===== src/rtl/osd_win_pkg.sv =====
// Package: shared constants and the first-line lookup for the text window.
// Assumes line numbers fit in 9 bits, which covers both line standards.
package osd_win_pkg;

    localparam int HDLY_BASE_TENTHS = 172;  // delay for code 0, in 0.1 us
    localparam int HDLY_STEP_TENTHS = 10;   // 1 us per code step
    localparam int FL_W             = 9;

    // Returns the first window line for a standard, a vertical code and the field-adjust flag.
    function automatic logic [FL_W-1:0] first_line(input logic       std625,
                                                   input logic [2:0] ycode,
                                                   input logic       adj);
        logic [FL_W-1:0] base;
        base = std625 ? 9'd42 : 9'd28;
        if (ycode[2]) begin
            base = base - 9'd8;
        end
        base = base + {6'd0, ycode[1:0], 1'b0};
        base = base + {8'd0, adj};
        return base;
    endfunction

endpackage


===== src/rtl/osd_edge_rise.sv =====
// Module: rising-edge detector for one sync input.
// Assumes the input is already synchronous to clk. The pulse is high in the
// cycle before the edge that first samples the input high.
module osd_edge_rise (
    input  logic clk,
    input  logic rst_n,
    input  logic sig,
    output logic rise
);

    logic sig_q;

    // Keep the previous sample of the input.
    always_ff @(posedge clk) begin
        if (!rst_n) begin
            sig_q <= 1'b0;
        end else begin
            sig_q <= sig;
        end
    end

    // A high input with a low previous sample marks a rising edge.
    always_comb begin
        rise = sig & ~sig_q;
    end

endmodule


===== src/rtl/osd_vline.sv =====
// Module: counts lines from vertical sync and opens the vertical window.
// Assumes LINE_W >= 10, so every first-line value plus WIN_LINES fits.
// The counter saturates and does not wrap in very long fields.
module osd_vline
    import osd_win_pkg::*;
#(
    parameter int LINE_W    = 10,
    parameter int WIN_LINES = 250,
    parameter int IDX_W     = 8
) (
    input  logic             clk,
    input  logic             rst_n,
    input  logic             hs_edge,
    input  logic             vs_edge,
    input  logic             std_625,
    input  logic [2:0]       ypos,
    input  logic             fld_adj,
    output logic             vwin,
    output logic [IDX_W-1:0] line_idx
);

    localparam int CW = LINE_W + 1;
    localparam logic [LINE_W-1:0] CNT_MAX = '1;

    logic [LINE_W-1:0] line_cnt;
    logic [FL_W-1:0]   fl_q;
    logic [CW-1:0]     cnt_x;
    logic [CW-1:0]     fl_x;
    logic [CW-1:0]     end_x;
    logic [CW-1:0]     offs;

    // Restart at vertical sync and capture the position, otherwise count lines.
    always_ff @(posedge clk) begin
        if (!rst_n) begin
            line_cnt <= '0;
            fl_q     <= first_line(1'b1, 3'd0, 1'b0);
        end else if (vs_edge) begin
            line_cnt <= '0;
            fl_q     <= first_line(std_625, ypos, fld_adj);
        end else if (hs_edge && (line_cnt != CNT_MAX)) begin
            line_cnt <= line_cnt + 1'b1;
        end
    end

    // The window is open from the first line for WIN_LINES lines.
    always_comb begin
        cnt_x    = {1'b0, line_cnt};
        fl_x     = CW'(fl_q);
        end_x    = fl_x + CW'(WIN_LINES);
        vwin     = (cnt_x >= fl_x) && (cnt_x < end_x);
        offs     = cnt_x - fl_x;
        line_idx = vwin ? offs[IDX_W-1:0] : '0;
    end

endmodule


===== src/rtl/osd_hdelay.sv =====
// Module: times the horizontal text start after each horizontal sync.
// Assumes the line period is longer than the largest delay. A new sync
// restarts the timer, and a vertical sync cancels it and captures the code.
module osd_hdelay
    import osd_win_pkg::*;
#(
    parameter int TICKS_PER_TENTH = 2
) (
    input  logic       clk,
    input  logic       rst_n,
    input  logic       line_go,
    input  logic       abort,
    input  logic [1:0] xpos,
    input  logic       win_on,
    output logic       hstart
);

    localparam int MAX_DLY = HDLY_BASE_TENTHS * TICKS_PER_TENTH;
    localparam int HCW     = $clog2(MAX_DLY + 1);

    logic [1:0]     x_q;
    logic [HCW-1:0] hcnt;
    logic           hrun;
    logic [HCW-1:0] dly;

    // Delay in clocks for the captured code.
    always_comb begin
        dly = HCW'((HDLY_BASE_TENTHS - HDLY_STEP_TENTHS * int'(x_q)) * TICKS_PER_TENTH);
    end

    // Load on sync, count down, and strobe at zero if the line is in the window.
    always_ff @(posedge clk) begin
        if (!rst_n) begin
            x_q    <= '0;
            hcnt   <= '0;
            hrun   <= 1'b0;
            hstart <= 1'b0;
        end else begin
            hstart <= 1'b0;
            if (abort) begin
                x_q  <= xpos;
                hrun <= 1'b0;
            end else if (line_go) begin
                hcnt <= dly - 1'b1;
                hrun <= 1'b1;
            end else if (hrun) begin
                if (hcnt == '0) begin
                    hrun   <= 1'b0;
                    hstart <= win_on;
                end else begin
                    hcnt <= hcnt - 1'b1;
                end
            end
        end
    end

endmodule


===== src/rtl/osd_window_pos.sv =====
// Module: top of the text window position generator.
// Assumes hsync and vsync are synchronous to clk and active on their rising edges.
module osd_window_pos #(
    parameter int TICKS_PER_TENTH_US = 2,
    parameter int LINE_W             = 10,
    parameter int WIN_LINES          = 250,
    parameter int IDX_W              = $clog2(WIN_LINES)
) (
    input  logic             clk,
    input  logic             rst_n,
    input  logic             hsync,
    input  logic             vsync,
    input  logic             std_625,
    input  logic [1:0]       xpos,
    input  logic [2:0]       ypos,
    input  logic             fld_adj,
    output logic             vwin,
    output logic             hstart,
    output logic [IDX_W-1:0] line_idx
);

    logic hs_edge;
    logic vs_edge;

    // Horizontal sync edge.
    osd_edge_rise u_hs_edge (
        .clk   (clk),
        .rst_n (rst_n),
        .sig   (hsync),
        .rise  (hs_edge)
    );

    // Vertical sync edge.
    osd_edge_rise u_vs_edge (
        .clk   (clk),
        .rst_n (rst_n),
        .sig   (vsync),
        .rise  (vs_edge)
    );

    // Line counter and vertical window.
    osd_vline #(
        .LINE_W    (LINE_W),
        .WIN_LINES (WIN_LINES),
        .IDX_W     (IDX_W)
    ) u_vline (
        .clk      (clk),
        .rst_n    (rst_n),
        .hs_edge  (hs_edge),
        .vs_edge  (vs_edge),
        .std_625  (std_625),
        .ypos     (ypos),
        .fld_adj  (fld_adj),
        .vwin     (vwin),
        .line_idx (line_idx)
    );

    // Horizontal start timer.
    osd_hdelay #(
        .TICKS_PER_TENTH (TICKS_PER_TENTH_US)
    ) u_hdelay (
        .clk     (clk),
        .rst_n   (rst_n),
        .line_go (hs_edge),
        .abort   (vs_edge),
        .xpos    (xpos),
        .win_on  (vwin),
        .hstart  (hstart)
    );

endmodule


===== config.mk =====
export PLATFORM = sky130hd
export DESIGN_NAME = osd_window_pos
export DESIGN_NICKNAME = d
export VERILOG_FILES = /design/src/rtl/osd_win_pkg.sv /design/src/rtl/osd_edge_rise.sv /design/src/rtl/osd_vline.sv /design/src/rtl/osd_hdelay.sv /design/src/rtl/osd_window_pos.sv
export SDC_FILE = /design/constraint.sdc
export NUM_CORES = 1
export LEC_CHECK = 0
export BUFFER_PORTS_ARGS = -buffer_cell sky130_fd_sc_hd__buf_2
export CAP_MARGIN = 15
export CORE_MARGIN = 4
export CORE_UTILIZATION = 50
export DETAILED_ROUTE_END_ITERATION = 7
export PLACE_DENSITY = 0.69
export RECOVER_POWER = 25
export SKIP_LAST_GASP = 1
export SYNTH_ARGS = -nofsm -noshare
export SYNTH_HDL_FRONTEND = slang
export SYNTH_SLANG_ARGS = --single-unit

===== constraint.sdc =====
create_clock -name clk -period 3.57 [get_ports clk]
set_clock_uncertainty 0.2 [all_clocks]
set_input_delay 0.1785 -clock clk [delete_from_list [all_inputs] [get_ports clk]]
set_output_delay 0.1785 -clock clk [all_outputs]
set_load 0.05 [all_outputs]

==> impl_metrics.py, run 1 <==
metrics = {
    "status": {
        "outcome": "completed",
    },
    "clocking": {
        "cts_root_buffer": "clkbuf_8",
        "cts-htree-levels": 2,
        "cts_setup_buffers": 0,
        "cts.reportedPaths.clkPinSlew_ns": 0.06,
        "cts_made_buffers": 5,
        "clkLatencyLatePin_ns": 0.28,
        "cts_sinks": 31,
        "max-clock-path-buffers": 2,
        "cts_tree": "yes",
    },
    "yosys": {
        "synth_cells": 255,
        "ys_seq_elements": 31,
        "synth_fa_ha_area_frac": 0.152,
        "synth_top_family_by_area": "simple AND/OR/NAND/NOR gates",
        "yosysSeqAreaShare": 0.292,
        "synth-xor-area-share": 0.0659,
        "synthesis.nets": 290,
        "netlist_area_um2": 2130,
        "synth_simple_gate_area_share": 0.247,
        "ys.flop_type": "dfxtp_1",
        "synth_top_area_cell": "dfxtp_1",
        "muxShareOfSynthArea": 0,
        "async_flop_share": 0,
        "synthTopCellsByArea": "dfxtp_1 (29%), ha_1 (12%), nand2_1 (6.0%)",
        "ys_types": 49,
        "yosys_warnings": 0,
        "synth_edf_count": 0,
        "synth_compound_gate_area_share": 0.192,
        "syn_area_per_cell_um2": 8.34,
        "synth_top_area_share": 0.292,
    },
    "grt": {
        "grt_max_degree": 17,
        "top_usage_layer": "met2",
        "use_met1": 0.243,
        "grt_pass1_wl_mm": 8.13,
        "grt_overflow": 0,
        "grt_usage": 0.196,
        "met2_usage": 0.331,
        "grtUsageMet3": 0.0441,
        "grt_pass1_vias": 1805,
        "antenna_found_initial": 0,
    },
    "timing": {
        "rsz0062_at_grt": "no",
        "finalCritPeriodShare": 0.944,
        "slew_headroom": 0.463,
        "drv_slew": 0,
        "period_minus_slack_ns": 3.37,
        "tns_ns": 0,
        "tightest_slew_ns": 0.804,
        "setup_viol": 0,
        "final_hold_viol_count": 0,
        "fmax_mhz": 297,
    },
    "setup_path": {
        "critical_path_class": "register to primary output",
        "reg2reg_slack_ns": 0.71,
        "critPathRequiredTime_ns": 3.19,
        "critPathMaxFanout": 10,
        "cp.arrival_ns": 2.99,
        "startpoint_type": "register",
        "worstSetupEndpointType": "primary output",
        "r2r-start": "u_vline.fl_q[2]$_SDFFE_PN0P_",
        "r2r_cells": 8,
        "r2r_end": "u_hdelay.hstart$_SDFF_PP0_",
    },
    "layout": {
        "fillers": 377,
        "final_nets": 317,
        "instances_no_fill": 333,
        "diodes": 0,
        "multi_input_area_um2": 1400,
        "ff_latch_area_um2": 621,
        "drive_gt1_frac": 0.113,
        "area_growth_pct": 13.9,
    },
    "place": {
        "io_buffers": 20,
        "dp_hpwl_mm": 3.47,
        "place_congestion": 0.841,
        "dp_cells": 318,
    },
    "min_path": {
        "min-delay-start": "ypos[2]",
        "holdPathStages": 3,
        "hold_class": "input pin to register",
        "holdPathEnd": "u_vline.fl_q[3]$_SDFFE_PN1P_",
    },
    "power": {
        "peakVddDrop_mv": 0.349,
        "power_leakage_nw": 1.02,
        "total_power_mw": 0.852,
        "power.density_nw_per_um2": 352,
    },
    "route": {
        "vias_per_cell": 5.50,
        "finalWirelength_mm": 4.60,
        "wl_per_cell_um": 13.8,
        "drc": 0,
        "num_vias": 1832,
        "first_iter_violations": 58,
        "dr.pass1.iters": 5,
        "antenna_left": 0,
    },
    "die": {
        "num_rows": 23,
        "start_util": 0.524,
        "die_w_um": 73.2,
        "die_area_um2": 5360,
        "io-pin-count": 21,
        "core_area_um2": 4060,
        "die_y_um": 73.2,
    },
    "job": {
        "drv_cap": 0,
    },
}
[cells in the mapped netlist (2+ instances only)]
master    number
nor2b_1        5
o22ai_1        2
xnor2_1       11
o21ai_0       11
o211ai_1       4
nand2b_1       2
nand4_1        4
nand3_1       10
nor3_1         7
a211oi_1       3
clkbuf_1       4
dfxtp_1       31
a32o_1         4
inv_1         19
and2_1         4
nand2_1       34
ha_1          21
buf_2          2
nor2_1        25
o31ai_1        2
and3_1         2
xor2_1         5
nand3b_1       2
a21oi_2        2
a21boi_0       5
fa_1           3
a21oi_1        9
[layout make-up]
class,count,area share
Clock buffer,8,0.0413
Inverter,19,0.0294
Multi-Input combinational cell,198,0.578
Sequential cell,31,0.256
Tap cell,50,0.0258
Timing Repair Buffer,27,0.0692
[state kept, by name, indices dropped and copies added, names as in the netlist]
signal,flops
u_hdelay.hcnt,9
u_hdelay.hrun,1
u_hdelay.hstart,1
u_hdelay.x_q,2
u_hs_edge.sig_q,1
u_vline.fl_q,6
u_vline.line_cnt,10
u_vs_edge.sig_q,1
[logic make-up after synthesis]
| group | count (synthesis) |
|---|---|
| xor gates and xnor gates | 16 |
| adders and majority gates | 24 |
| DFF | 31 |
| and+or+nand+nor | 104 |
| AOI/OAI and AO/OA | 54 |
| buffers and inverters | 26 |
[cell usage in the layout (no fill, tap or decap), drive strengths merged, types with 2 or more instances in the layout]
master       netlist  routed
a2111oi            2       2
a211oi             4       4
a21boi             5       5
a21oi             11      11
a32o               4       4
and2               5       5
and3               2       2
buf                3      15
clkbuf             4      13
dfxtp             31      31
dlygate4sd3        0       7
fa                 3       3
ha                21      21
inv               19      19
nand2             34      34
nand2b             2       2
nand3             11      11
nand3b             2       2
nand4              4       4
nor2              25      25
nor2b              5       5
nor3               7       7
nor4               2       2
nor4b              2       2
o211ai             4       4
o21ai             11      11
o22ai              2       2
o31ai              2       2
xnor2             11      11
xor2               5       5
[per-layer routing]
metal / wire (um) / part of all wire / vias up
met2: 2240 / 0.49 / 23
met5: 0 / 0 / -
met3: 160 / 0.035 / 8
met1: 2120 / 0.46 / 847
li1: - / - / 954
met4: 80 / 0.017 / 0
[worst max-delay path by stage]
stage | from | end | slack [ns] | depth (start not counted)
detailed placement | u_vline.fl_q[2]$_SDFFE_PN0P_ | line_idx[3] | 0.40 | 9
global route | u_vline.fl_q[2]$_SDFFE_PN0P_ | line_idx[5] | 0.0006 | 9
floorplan | u_vline.fl_q[1]$_SDFFE_PN1P_ | line_idx[3] | 0.03 | 8
finish | u_vline.fl_q[2]$_SDFFE_PN0P_ | line_idx[3] | 0.20 | 9
CTS | u_vline.fl_q[2]$_SDFFE_PN0P_ | line_idx[3] | 0.07 | 9
global placement | u_vline.fl_q[2]$_SDFFE_PN0P_ | line_idx[3] | 0.51 | 9
[stage by stage]
| stage | instance area, um^2 | util | setup WS [ns] | hold slack (ns) |
|---|---|---|---|---|
| final | 2420 | 0.597 | 0.199 | 0.0114 |
| after global routing | 2420 | 0.597 | 0.000620 | 0.0182 |
| after CTS | 2420 | 0.597 | 0.0713 | 0.00920 |
| after detailed placement | 2250 | 0.555 | 0.396 | 0.214 |
| after global placement | 2250 | 0.555 | 0.507 | 0.210 |
| after floorplan | 2130 | - | 0.0285 | 0.100 |
[power breakdown]
| part | internal (mW) | switching [mW] |
|---|---|---|
| Sequential | 0.365 | 0.0204 |
| Clock | 0.176 | 0.121 |
| Combinational | 0.0734 | 0.0968 |
| Total | 0.614 | 0.238 |
[critical path, stage by stage (launching register included)]
cell and delay (ns):
dfxtp_1 0.35, a2111oi_1 0.60, inv_1 0.09, ha_1 0.34, nand3_1 0.11, a21oi_2 0.05, a2111oi_4 0.39, o221ai_4 0.24
a211oi_1 0.23, buf_2 0.30
[timing repair]
| item | in CTS | in global routing |
|---|---|---|
| endpoints found under the hold margin | 6 | 0 |
| gates resized for setup | 0 | 4 |
| setup endpoints to repair | 0 | 2 |
| hold buffers | 7 | 0 |
Note: power is estimated with default switching activity, not from simulation.
==> run 2, diff against run 1 <==
==> constraint.sdc (replaced) <==
create_clock -name clk -period 3.57 [get_ports clk]
set_clock_uncertainty 0.2 [all_clocks]
set_input_delay 0.714 -clock clk [delete_from_list [all_inputs] [get_ports clk]]
set_output_delay 0.714 -clock clk [all_outputs]
set_load 0.05 [all_outputs]
==> run 2 against run 1 <==
Net effect: design area grew 11%; worst setup slack lost 0.19 ns; first-iteration DRC count grew 31%; largest cell class unchanged; non-clock buffer count grew 10; maximum frequency shrank 5.3%; highest routed layer unchanged; clock-buffer cell count shrank 2; critical path depth grew 1; largest power group unchanged; flip-flop and latch count is the same; routed wire length grew 9.7%; critical path type unchanged; die area is the same.
==> impl_metrics.py, run 2 (synthesis gave the netlist of run 1 again) <==
metrics = {
    "clocking": {
        "cts_tree": "yes",
        "cts-htree-levels": 2,
        "cts_root_buffer": "clkbuf_8",
        "cts.reportedPaths.clkPinSlew_ns": 0.06,
        "cts.hold.buffers_added": 0,
        "clkLatencyLatePin_ns": 0.29,
        "cts_made_buffers": 5,
        "max-clock-path-buffers": 2,
        "cts_sinks": 31,
    },
    "timing": {
        "fin_hold_ws_ns": 0.283,
        "drv_slew": 0,
        "period_minus_slack_ns": 3.56,
        "final_hold_viol_count": 0,
        "rsz0062_at_grt": "yes",
        "slew_headroom": 0.482,
        "setup_viol": 0,
        "tns_ns": 0,
        "tightest_slew_ns": 0.776,
        "timing.final.ws_setup_ns": 0.00977,
        "finalCritPeriodShare": 0.997,
        "fmax_mhz": 281,
    },
    "setup_path": {
        "startpoint": "u_vline.fl_q[1]$_SDFFE_PN1P_",
        "startpoint_type": "register",
        "worstSetupEndpointType": "primary output",
        "critPathRequiredTime_ns": 2.66,
        "critPathMaxFanout": 5,
        "critical_path_class": "register to primary output",
        "r2r-start": "u_vline.fl_q[1]$_SDFFE_PN1P_",
        "reg2reg_slack_ns": 0.67,
        "cp.arrival_ns": 2.65,
    },
    "min_path": {
        "min-delay-start": "u_hdelay.x_q[1]$_SDFFE_PN0P_",
        "hold_class": "register to register",
    },
    "power": {
        "power.density_nw_per_um2": 352,
        "p_comb_frac": 0.207,
        "total_power_mw": 0.942,
        "peakVddDrop_mv": 0.254,
        "clockPowerShare": 0.379,
        "p_switching_mw": 0.263,
        "swShare": 0.279,
        "p_int_mw": 0.679,
        "pwr-share-seq": 0.414,
        "power_leakage_nw": 1.10,
    },
    "route": {
        "wl_met2_mm": 2.37,
        "antenna_left": 0,
        "met1_length_mm": 2.41,
        "dr.pass1.iters": 4,
        "drc": 0,
        "wl_per_cell_um": 14.7,
        "first_iter_violations": 76,
        "top_layer": "met4",
        "vias_per_cell": 5.56,
        "num_vias": 1912,
        "routed-wl-met3_um": 212,
        "finalWirelength_mm": 5.04,
    },
    "grt": {
        "grt_overflow": 0,
        "grt_pass1_wl_mm": 8.28,
        "grt_max_degree": 17,
        "antenna_found_initial": 0,
        "grt_pass1_vias": 1829,
        "grt_usage": 0.198,
    },
    "layout": {
        "drive_gt1_frac": 0.231,
        "final_cell_mix": "nand2_1 (34), dfxtp_1 (28), nor2_1 (23), ha_1 (18), buf_4 (18)",
        "fillers": 335,
        "final_util": 0.660,
        "layout_commonest_cell": "nand2_1",
        "final_area_um2": 2680,
        "instances_no_fill": 344,
        "regMostFlops": "u_vline.line_cnt",
        "area_growth_pct": 26.0,
        "multi_input_area_um2": 1520,
        "largest_reg_flops": 10,
        "ff_latch_area_um2": 629,
        "diodes": 0,
        "reg_top3": "u_vline.line_cnt: 10 flops, u_hdelay.hcnt: 9 flops, u_vline.fl_q: 6 flops",
        "final_nets": 328,
    },
    "die": {
        "die_area_um2": 5360,
        "die_y_um": 73.2,
        "io-pin-count": 21,
        "die_w_um": 73.2,
        "core_area_um2": 4060,
        "start_util": 0.524,
        "num_rows": 23,
    },
    "place": {
        "dp_cells": 323,
        "post_dp_cell_area_um2": 2300,
        "dp_hpwl_mm": 3.38,
        "io_buffers": 20,
        "place_congestion": 0.836,
        "place_ws_ns": -0.133,
    },
    "job": {
        "drv_cap": 0,
    },
    "status": {
        "outcome": "completed",
    },
}
## run 2: path summary, 6_finish.rpt
check	endpoint	cells past startpoint
max	line_idx[3]	10
min	u_hdelay.x_q[1]$_SDFFE_PN0P_	2
max reg2reg	u_hdelay.hstart$_SDFF_PP0_	11
min reg2reg	u_hdelay.x_q[1]$_SDFFE_PN0P_	2
## run 2: repair_timing
action / 4_1_cts / 5_1_grt
resized for setup: 24 / 14
pin swaps: 9 / 12
gates cloned: 1 / 0
buffers inserted: 6 / 6
setup endpoints to repair: 9 / 9
## run 2: per-layer routing
metal  track usage  vias up
met4        0.0676        0
li1              -      981
met1         0.262      886
met5             0        -
met3        0.0537        6
met2         0.311       39
## run 2: final cells by class
type | instances | share of cell area
clock buffers | 6 | 0.0308
clock inverters | 2 | 0.0131
inverters | 19 | 0.0280
multi-input cells | 199 | 0.566
flip-flops and latches | 31 | 0.235
well taps | 50 | 0.0234
repair buffers | 37 | 0.103
## run 2: critical path, stage by stage, from the launching register on
cell and delay, ns:
dfxtp_4 0.37, a2111oi_4 0.37, buf_4 0.18, inv_2 0.04, ha_4 0.21, buf_6 0.11, a2111oi_4 0.32, buf_4 0.19
o221ai_4 0.17, a211oi_2 0.22, buf_6 0.19
## run 2: power by group through the flow
stage          clock [mW]  sequential [mW]  combinational [mW]
2_1_floorplan           0            0.389               0.134
3_3_place_gp            0            0.392               0.169
3_5_place_dp            0            0.393               0.171
4_1_cts             0.366            0.389               0.181
5_1_grt             0.385            0.392               0.219
6_report            0.357            0.390               0.195
==> run 3, diff against run 2 <==
SETUP_SLACK_MARGIN = 0.15   (was default)
==> run 3 against run 2 <==
Net effect: clock power decreased by 26%; combinational power down 3%; via count shrank 1.5%; design area fell by 2.5%; routed wire length is 5.3% lower; sequential share of layout area up 0.66 points; total power fell by 11%; flip-flop and latch count unchanged; maximum frequency up 0.11%; worst hold slack worse by 0.0082 ns; largest cell class unchanged; highest routed layer unchanged.
==> impl_metrics.py, run 3 (synthesis gave the netlist of run 1 again) <==
metrics = {
    "grt": {
        "grt_max_degree": 17,
        "antenna_found_initial": 0,
        "grt_usage": 0.208,
        "grt_overflow": 0,
        "grt_pass1_wl_mm": 8.71,
        "grt_pass1_vias": 1862,
    },
    "setup_path": {
        "cp.arrival_ns": 2.64,
        "cp_slowest_stage_delay_ns": 0.44,
        "path_common_cell": "a2111oi_4",
        "crit_slowest_cell": "a2111oi_4",
        "critPathRequiredTime_ns": 2.66,
        "path_cells": "a2111oi_4 -> buf_4 -> inv_1 -> ha_4 -> nand3_2 -> a21oi_2 -> a2111oi_4 -> o221ai_4 -> a211oi_2 -> buf_6",
        "startpoint_type": "register",
        "worstSetupEndpointType": "primary output",
        "critical_path_class": "register to primary output",
        "critPathMaxFanout": 5,
    },
    "layout": {
        "final_cell_mix": "nand2_1 (34), dfxtp_1 (27), nor2_1 (25), inv_1 (19), ha_1 (18)",
        "area_growth_pct": 22.8,
        "final_nets": 324,
        "instances_no_fill": 340,
        "layout_commonest_cell": "nand2_1",
        "drive_gt1_frac": 0.207,
        "regMostFlops": "u_vline.line_cnt",
        "reg_top3": "u_vline.line_cnt: 10 flops, u_hdelay.hcnt: 9 flops, u_vline.fl_q: 6 flops",
        "largest_reg_flops": 10,
        "diodes": 0,
    },
    "timing": {
        "tightest_slew_ns": 0.812,
        "period_minus_slack_ns": 3.56,
        "setup_viol": 0,
        "drv_slew": 0,
        "slew_headroom": 0.458,
        "tns_ns": 0,
        "rsz0062_at_grt": "yes",
        "finalCritPeriodShare": 0.996,
        "final_hold_viol_count": 0,
        "fmax_mhz": 281,
    },
    "route": {
        "dr.pass1.iters": 4,
        "finalWirelength_mm": 4.78,
        "vias_per_cell": 5.54,
        "drc": 0,
        "first_iter_violations": 95,
        "num_vias": 1884,
        "antenna_left": 0,
        "wl_per_cell_um": 14.1,
    },
    "die": {
        "die_w_um": 73.2,
        "core_area_um2": 4060,
        "die_y_um": 73.2,
        "die_area_um2": 5360,
        "start_util": 0.524,
        "io-pin-count": 21,
        "num_rows": 23,
    },
    "clocking": {
        "cts.reportedPaths.clkPinSlew_ns": 0.06,
        "cts_root_buffer": "clkbuf_8",
        "cts_made_buffers": 5,
        "clkLatencyLatePin_ns": 0.28,
        "max-clock-path-buffers": 2,
        "cts_tree": "yes",
        "cts-htree-levels": 2,
        "cts_sinks": 31,
    },
    "power": {
        "total_power_mw": 0.841,
        "power.density_nw_per_um2": 322,
        "peakVddDrop_mv": 0.335,
        "power_leakage_nw": 1.07,
    },
    "min_path": {
        "hold_class": "register to register",
    },
    "job": {
        "drv_cap": 0,
    },
    "place": {
        "place_congestion": 0.850,
        "dp_hpwl_mm": 3.50,
        "dp_cells": 326,
        "io_buffers": 20,
    },
    "status": {
        "outcome": "completed",
    },
}
run 3: cell types whose count changed in the layout (fill, tap and decap cells not counted), moves of 2 or more:
cell and change:
buf_4 -4, clkbuf_1 +2, inv_1 +2, nor2_1 +2, nor2_2 -2
run 3: final timing paths:
| path | start | to | slack (ns) | depth (start not counted) |
|---|---|---|---|---|
| worst max-delay path | u_vline.fl_q[1]$_SDFFE_PN1P_ | line_idx[3] | 0.01 | 10 |
| worst min-delay path | u_vline.fl_q[0]$_SDFFE_PN0P_ | u_vline.fl_q[0]$_SDFFE_PN0P_ | 0.27 | 2 |
| worst min register to register | u_vline.fl_q[0]$_SDFFE_PN0P_ | u_vline.fl_q[0]$_SDFFE_PN0P_ | 0.27 | 2 |
| worst max register to register | u_vline.fl_q[1]$_SDFFE_PN1P_ | u_hdelay.hstart$_SDFF_PP0_ | 0.70 | 11 |
run 3: critical path, delay by kind of cell, from the launching register on:
kind                       cells  cell delay [ns]
buffers and inverters          3             0.43
DFF                            1             0.37
adders and majority gates      1             0.22
AOI/OAI and AO/OA              5             1.27
and+or+nand+nor                1             0.07
run 3: layout make-up:
type | count | area, um^2
repair buffers | 33 | 246
multi-input cells | 199 | 1520
fillers | 338 | 1450
well taps | 50 | 62.6
inverters | 19 | 71.3
clock buffers | 7 | 76.3
clock inverters | 1 | 5.00
flip-flops and latches | 31 | 631
run 3: power breakdown:
group	leakage (nW)	internal (mW)	switching [mW]
Clock	0.0422	0.136	0.126
Combinational	0.776	0.0859	0.103
Sequential	0.254	0.365	0.0244
Total	1.07	0.587	0.253
run 3: stage by stage:
step | hold slack [ns] | util | area (um^2) | setup slack [ns]
floorplan | 0.248 | - | 2140 | -0.0510
global placement | 0.261 | 0.573 | 2330 | 0.0590
detailed placement | 0.263 | 0.573 | 2330 | -0.0418
CTS | 0.273 | 0.639 | 2590 | -0.0407
global route | 0.296 | 0.643 | 2610 | -0.137
finish | 0.274 | 0.643 | 2610 | 0.0135
run 3: per-layer routing:
metal  part of all wire  vias up  track usage
li1                   -      975            -
met1               0.48      864        0.266
met2               0.46       35        0.331
met3              0.039       10       0.0620
met4              0.015        0       0.0738
met5                  0        -            0
run 3: repair_timing:
action                                  in CTS  in global routing
hold buffers                                 0                  0
setup buffers                                5                  0
endpoints found under the setup margin       9                  9
resized for setup                           31                  4
gates cloned                                 1                  0
pin swaps                                   12                  6
